===== src/rtl/camclk_gen.sv =====
module camclk_gen #(
  parameter int CNT_W = 5,
  parameter int SYNC_STAGES = 2
) (
  input  logic       clk_ref,
  input  logic       rst_n,
  input  logic [7:0] ctrl,
  input  logic       pix_clk,
  output logic       sens_clk,
  output logic       core_clk_en,
  output logic       pix_stb
);

  localparam logic [2:0] PARK_CODE = 3'd7;

  function automatic logic [CNT_W-1:0] ratio_of(input logic [2:0] code);
    case (code)
      3'd0:    ratio_of = CNT_W'(8);
      3'd1:    ratio_of = CNT_W'(3);
      3'd2:    ratio_of = CNT_W'(16);
      3'd3:    ratio_of = CNT_W'(2);
      3'd4:    ratio_of = CNT_W'(10);
      3'd5:    ratio_of = CNT_W'(4);
      3'd6:    ratio_of = CNT_W'(12);
      default: ratio_of = CNT_W'(8);
    endcase
  endfunction

  wire       pix_en   = ctrl[7];
  wire       core_en  = ctrl[5];
  wire       sens_en  = ctrl[4];
  wire       fall_sel = ctrl[3];
  wire [2:0] code     = ctrl[2:0];

  wire active = sens_en && (code != PARK_CODE);

  logic [CNT_W-1:0] cnt_q, div_q;
  logic             parked_q, sens_q;

  wire [CNT_W-1:0] half     = div_q >> 1;
  wire [CNT_W-1:0] cnt_next = cnt_q + 1'b1;
  wire             wrap     = parked_q || (cnt_q == div_q - 1'b1);

  always_ff @(posedge clk_ref or negedge rst_n) begin
    if (!rst_n) begin
      cnt_q    <= '0;
      div_q    <= CNT_W'(8);
      parked_q <= 1'b1;
      sens_q   <= 1'b0;
    end else if (!active) begin
      cnt_q    <= '0;
      parked_q <= 1'b1;
      sens_q   <= 1'b0;
    end else if (wrap) begin
      cnt_q    <= '0;
      div_q    <= ratio_of(code);
      parked_q <= 1'b0;
      sens_q   <= 1'b1;
    end else begin
      cnt_q <= cnt_next;
      if (cnt_next == half) sens_q <= 1'b0;
    end
  end

  assign sens_clk = sens_q;

  always_ff @(posedge clk_ref or negedge rst_n) begin
    if (!rst_n) core_clk_en <= 1'b0;
    else        core_clk_en <= core_en;
  end

  logic [SYNC_STAGES-1:0] sync_q;
  logic                   prev_q, stb_q;

  wire pix_s    = sync_q[SYNC_STAGES-1];
  wire pix_rise = pix_s && !prev_q;
  wire pix_fall = !pix_s && prev_q;

  always_ff @(posedge clk_ref or negedge rst_n) begin
    if (!rst_n) begin
      sync_q <= '0;
      prev_q <= 1'b0;
      stb_q  <= 1'b0;
    end else begin
      sync_q <= {sync_q[SYNC_STAGES-2:0], pix_clk};
      prev_q <= pix_s;
      stb_q  <= pix_en && (fall_sel ? pix_fall : pix_rise);
    end
  end

  assign pix_stb = stb_q;

endmodule



===== config.mk =====
export PLATFORM = sky130hd
export DESIGN_NAME = camclk_gen
export DESIGN_NICKNAME = d
export VERILOG_FILES = /design/src/rtl/camclk_gen.sv
export SDC_FILE = /design/constraint.sdc
export NUM_CORES = 1
export LEC_CHECK = 0
export BUFFER_PORTS_ARGS = -buffer_cell sky130_fd_sc_hd__buf_2
export CAP_MARGIN = 25
export CORE_AREA = 2 2 48 50
export CTS_BUF_LIST = sky130_fd_sc_hd__clkbuf_16
export CTS_CLUSTER_SIZE = 14
export DETAILED_ROUTE_END_ITERATION = 10
export DIE_AREA = 0 0 50 52
export PLACE_DENSITY = 0.78
export SYNTH_ARGS = -nofsm -noshare
export SYNTH_HDL_FRONTEND = slang
export SYNTH_SLANG_ARGS = --single-unit

===== constraint.sdc =====
create_clock -name clk_ref -period 2.1 [get_ports clk_ref]
set_input_delay 0.105 -clock clk_ref [delete_from_list [all_inputs] [get_ports clk_ref]]
set_output_delay 0.105 -clock clk_ref [all_outputs]
set_load 0.1 [all_outputs]

==> metrics.sh <==
SETUP-VIOLATIONS-FINAL=0
LAYOUT_MIN_CYCLE_TIME_NS=2.010
WORST-ENDPOINT-ARRIVAL_NS=2.14
NUMBER_OF_VIAS_AFTER_DETAILED_ROUTING=751
SYNTH.CELLS.MOST_FREQUENT='15 x sky130_fd_sc_hd__dfrtp_1, 10 x sky130_fd_sc_hd__xnor2_1, 9 x sky130_fd_sc_hd__inv_1, 6 x sky130_fd_sc_hd__nor3_1, 5 x sky130_fd_sc_hd__nor2_1'
SYNTH-SEQ-AREA-SHARE=0.4351
POST_SYNTH_INSTANCE_AREA_SQ_UM=983.4
SYNTH.TOP_CELL.AREA_SHARE=0.3817
REG2REG_FROM='div_q[0]'
NETSWITCHINGFRACTION=0.3121
FIN_HOLD_VIOLS=0
HOLD-WORST-SLACK_NS=0.1085
FIRST_GLOBAL_VIAS=756
SYNTH_AREA_PER_CELL_SQ_UM=10.46
CELLLEAKAGEPOWER_nW=0.5472
STDCELL_COUNT=143
HP-START='ctrl[7]'
MAX-CAP-VIOLATIONS=0
FLOORPLAN.DIE_AREA_SQ_UM=2600
CLKPWRFRAC=0.327
MAX-VDD-IR-DROP_mV=0.5847
GR-TOTAL-OVERFLOW=0
AVERAGE_WIRE_PER_STANDARD_CELL_UM=13.45
DIE_H_UM=52
ANTENNA_VIOLATING_NETS_LEFT=0
POST_SYNTH_EDFFS=0
NUMBER_OF_BUFFERS_ADDED_BY_THE_CLOCK_TREE_SYNTHESIS_STEP=3
GRT_MOST_USED_LAYER='met2'
MAPPEDNETLISTNETS=107
FILLCELLCOUNT=176
REGISTER_SHARE_OF_TOTAL_POWER=0.346
YS.FLOP_TYPE='sky130_fd_sc_hd__dfrtp_1'
HOLDCRITPATHCLASS='input pin to flop'
VIAS_PER_CELL=5.252
NUMBER_OF_WARNINGS_ISSUED_BY_YOSYS=0
POWERDENSITY_nW_PER_UM2=952.8
MAXSLEWHEADROOM=0.6790
GRT_PASS1_WL_UM=3346
DATA_REQUIRED_TIME_OF_THE_WORST_PATH_NS=2.23
LARGEST_NET_DEGREE_AT_THE_START_OF_GLOBAL_ROUTING=18
HTREE_NUM_LEVELS=1
AREA_OCCUPIED_BY_MULTI_INPUT_GATES_SQ_UM=518.0
NUMPORTBUFFERS=12
NETSWITCHINGPOWER_uW=362.0
FLOORPLAN.IO_PINS=14
SYNTH_SEQ_CELLS=17
LAYOUT_WORST_PATH_CYCLE_SHARE=0.9571
POWER_REPORT.INTERNAL_TOTAL_uW=798.0
START_UTIL=0.4670
FINAL_UTIL=0.5781
DETAIL_ROUTE.FIRST_PASS.ITERATIONS=4
NUMBER_OF_CLOCK_SINKS=17
NUMPLACEDINSTANCES=136
CRITICAL_PATH.STARTPOINT_TYPE='flop'
POST_CTS_BUFFERS=0
YS_TOP_CELLS_BY_AREA='sky130_fd_sc_hd__dfrtp_1 38%, sky130_fd_sc_hd__xnor2_1 8.9%, sky130_fd_sc_hd__dfstp_2 5.3%'
CORE_AREA_SQ_UM=2106
CTS.CLK_SLEW.WORST_PATHS_NS=0.05
SETUP_WS_NS=0.09004
GRT_ANTENNA_BEFORE_REPAIR=0
ROWS=17
WORST_SKEW_PAIR.LATE_LATENCY_NS=0.24
FINALWIRELENGTH_UM=1923
DRT_ITER0_MARKERS=24
DP.FINAL_HPWL_UM=1492
ASYNC_FLOP_SHARE=1.000
ACHIEVABLE-FREQUENCY_GHz=0.4975
SLEW_VIOL_FINAL=0
COMB_POWER_SHARE=0.327
FINALWEIGHTEDCONGESTION=0.8434
CLOCK_TREE_FROM_TRITONCTS='done'
CRIT_PATH_MAX_FO=4
MET1_USAGE=0.2044
CTS_ROOT_BUFFER='sky130_fd_sc_hd__clkbuf_16'
SYNTH_CELLS=94
DIE_X_UM=50
SYNTH.DISTINCT_CELLS=38
FIN_SETUP_TNS_NS=0
STATUS='finished, final reports clean'
GRT.MET2_USAGE=0.3004
STDCELL_AREA_SQ_UM=1217
STARTPOINT='div_q[0]'
GRT_SETUP_UNREPAIRED='no'
PLACEDINSTANCEAREA_SQ_UM=1092
SYNTHMOSTINSTANTIATEDCELL='sky130_fd_sc_hd__dfrtp_1'
ANTENNA_CELLS=0
CRITPATHKIND='flop to flop'
MAX-CLOCK-PATH-BUFFERS=2
CRITICAL_PATH.ENDPOINT_TYPE='flop'
TRACK_USAGE=0.1727
AREA_GROWTH_SYN_TO_LAYOUT_PCT=23.79
FIN_TOTAL_PWR_mW=1.160
DETAIL_ROUTE.DRC_VIOLATIONS=0
TIGHTESTPINTRANSITION_NS=0.4849
AREA_OCCUPIED_BY_REGISTERS_SQ_UM=427.9
POST_LAYOUT_NETS=129
GLOBALROUTEMET3UTIL=0.03448
SYNTH_AREA_LEADER_CELL='sky130_fd_sc_hd__dfrtp_1'
DRIVE_ABOVE_1_SHARE=0.2696
WORST_CLOCK_SKEW_NS=0.0009917
PLACE_WS_NS=0.02910
[repair_timing]
item,4_1_cts,5_1_grt
resized for setup,0,3
hold buffers,3,0
endpoints found under the hold margin,17,0
pin swaps,1,2
endpoints found under the setup margin,2,4
[worst max-delay path: stages, from the launching register on]
cell and delay (ns):
sky130_fd_sc_hd__dfrtp_1 0.42, sky130_fd_sc_hd__inv_2 0.10, sky130_fd_sc_hd__ha_4 0.16, sky130_fd_sc_hd__nand4bb_1 0.12, sky130_fd_sc_hd__a211o_1 0.34, sky130_fd_sc_hd__a211oi_4 0.33, sky130_fd_sc_hd__o21bai_4 0.13, sky130_fd_sc_hd__mux2_4 0.31
[flip-flops by register name (all words and copies together) (netlist names)]
| signal | cells |
|---|---|
| core_clk_en | 1 |
| sens_clk | 1 |
| parked_q | 1 |
| sync_q | 2 |
| prev_q | 1 |
| div_q | 5 |
| cnt_q | 5 |
| pix_stb | 1 |
[power groups by stage]
stage | combinational (mW) | clock (mW) | sequential, mW
6_report | 0.380 | 0.379 | 0.402
3_5_place_dp | 0.350 | 0 | 0.405
5_1_grt | 0.411 | 0.415 | 0.405
2_1_floorplan | 0.239 | 0 | 0.430
4_1_cts | 0.358 | 0.392 | 0.400
3_3_place_gp | 0.336 | 0 | 0.401
[layout make-up]
cell class | count | share of cell area
multi-input cells | 66 | 0.4255
flip-flops and latches | 17 | 0.3515
repair buffers | 19 | 0.09866
clock buffers | 3 | 0.06166
well taps | 28 | 0.02878
inverters | 9 | 0.02775
clock inverters | 1 | 0.006166
[final timing paths]
path	cells after the start	endpoint	slack [ns]
setup / recovery	7	div_q[2]	0.09
hold / removal	2	pix_stb	0.11
setup reg to reg	7	div_q[2]	0.09
hold reg to reg	0	sync_q[1]	0.36
max in group asynchronous	2	div_q[3]	1.50
min in group asynchronous	2	pix_stb	0.30
[routing by layer]
| metal | vias to the layer above | part of all wire |
|---|---|---|
| met1 | 354 | 0.43 |
| li1 | 370 | - |
| met2 | 23 | 0.52 |
| met4 | 0 | 0.013 |
| met5 | - | 0 |
| met3 | 4 | 0.042 |
[cells in the final DEF, fill, tap and decap left out, types with 2 or more instances in the layout]
cell                            Yosys  final
sky130_fd_sc_hd__a21oi_1            3      3
sky130_fd_sc_hd__buf_2              1     12
sky130_fd_sc_hd__buf_4              0      4
sky130_fd_sc_hd__clkbuf_16          0      3
sky130_fd_sc_hd__dfrtp_1           15     15
sky130_fd_sc_hd__dfstp_2            2      2
sky130_fd_sc_hd__dlygate4sd3_1      0      3
sky130_fd_sc_hd__inv_1              9      8
sky130_fd_sc_hd__mux2_4             2      2
sky130_fd_sc_hd__mux2i_1            2      2
sky130_fd_sc_hd__nand2_1            4      4
sky130_fd_sc_hd__nand3_1            4      4
sky130_fd_sc_hd__nor2_1             5      5
sky130_fd_sc_hd__nor3_1             6      6
sky130_fd_sc_hd__or3b_2             2      2
sky130_fd_sc_hd__xnor2_1           10     10
sky130_fd_sc_hd__xor2_1             4      4
[kinds of logic (layout without fill, tap and decap cells)]
logic type,Yosys count,after routing,share of synthesized area
AOI/OAI and AO/OA,16,16,0.1412
adders and majority gates,2,2,0.02544
xor gates and xnor gates,14,14,0.1247
muxes,4,4,0.05089
DFF,17,17,0.4351
buffers and inverters,11,32,0.05088
and+or+nand+nor,30,30,0.1718
No activity file was read; power rests on OpenSTA's default activity.
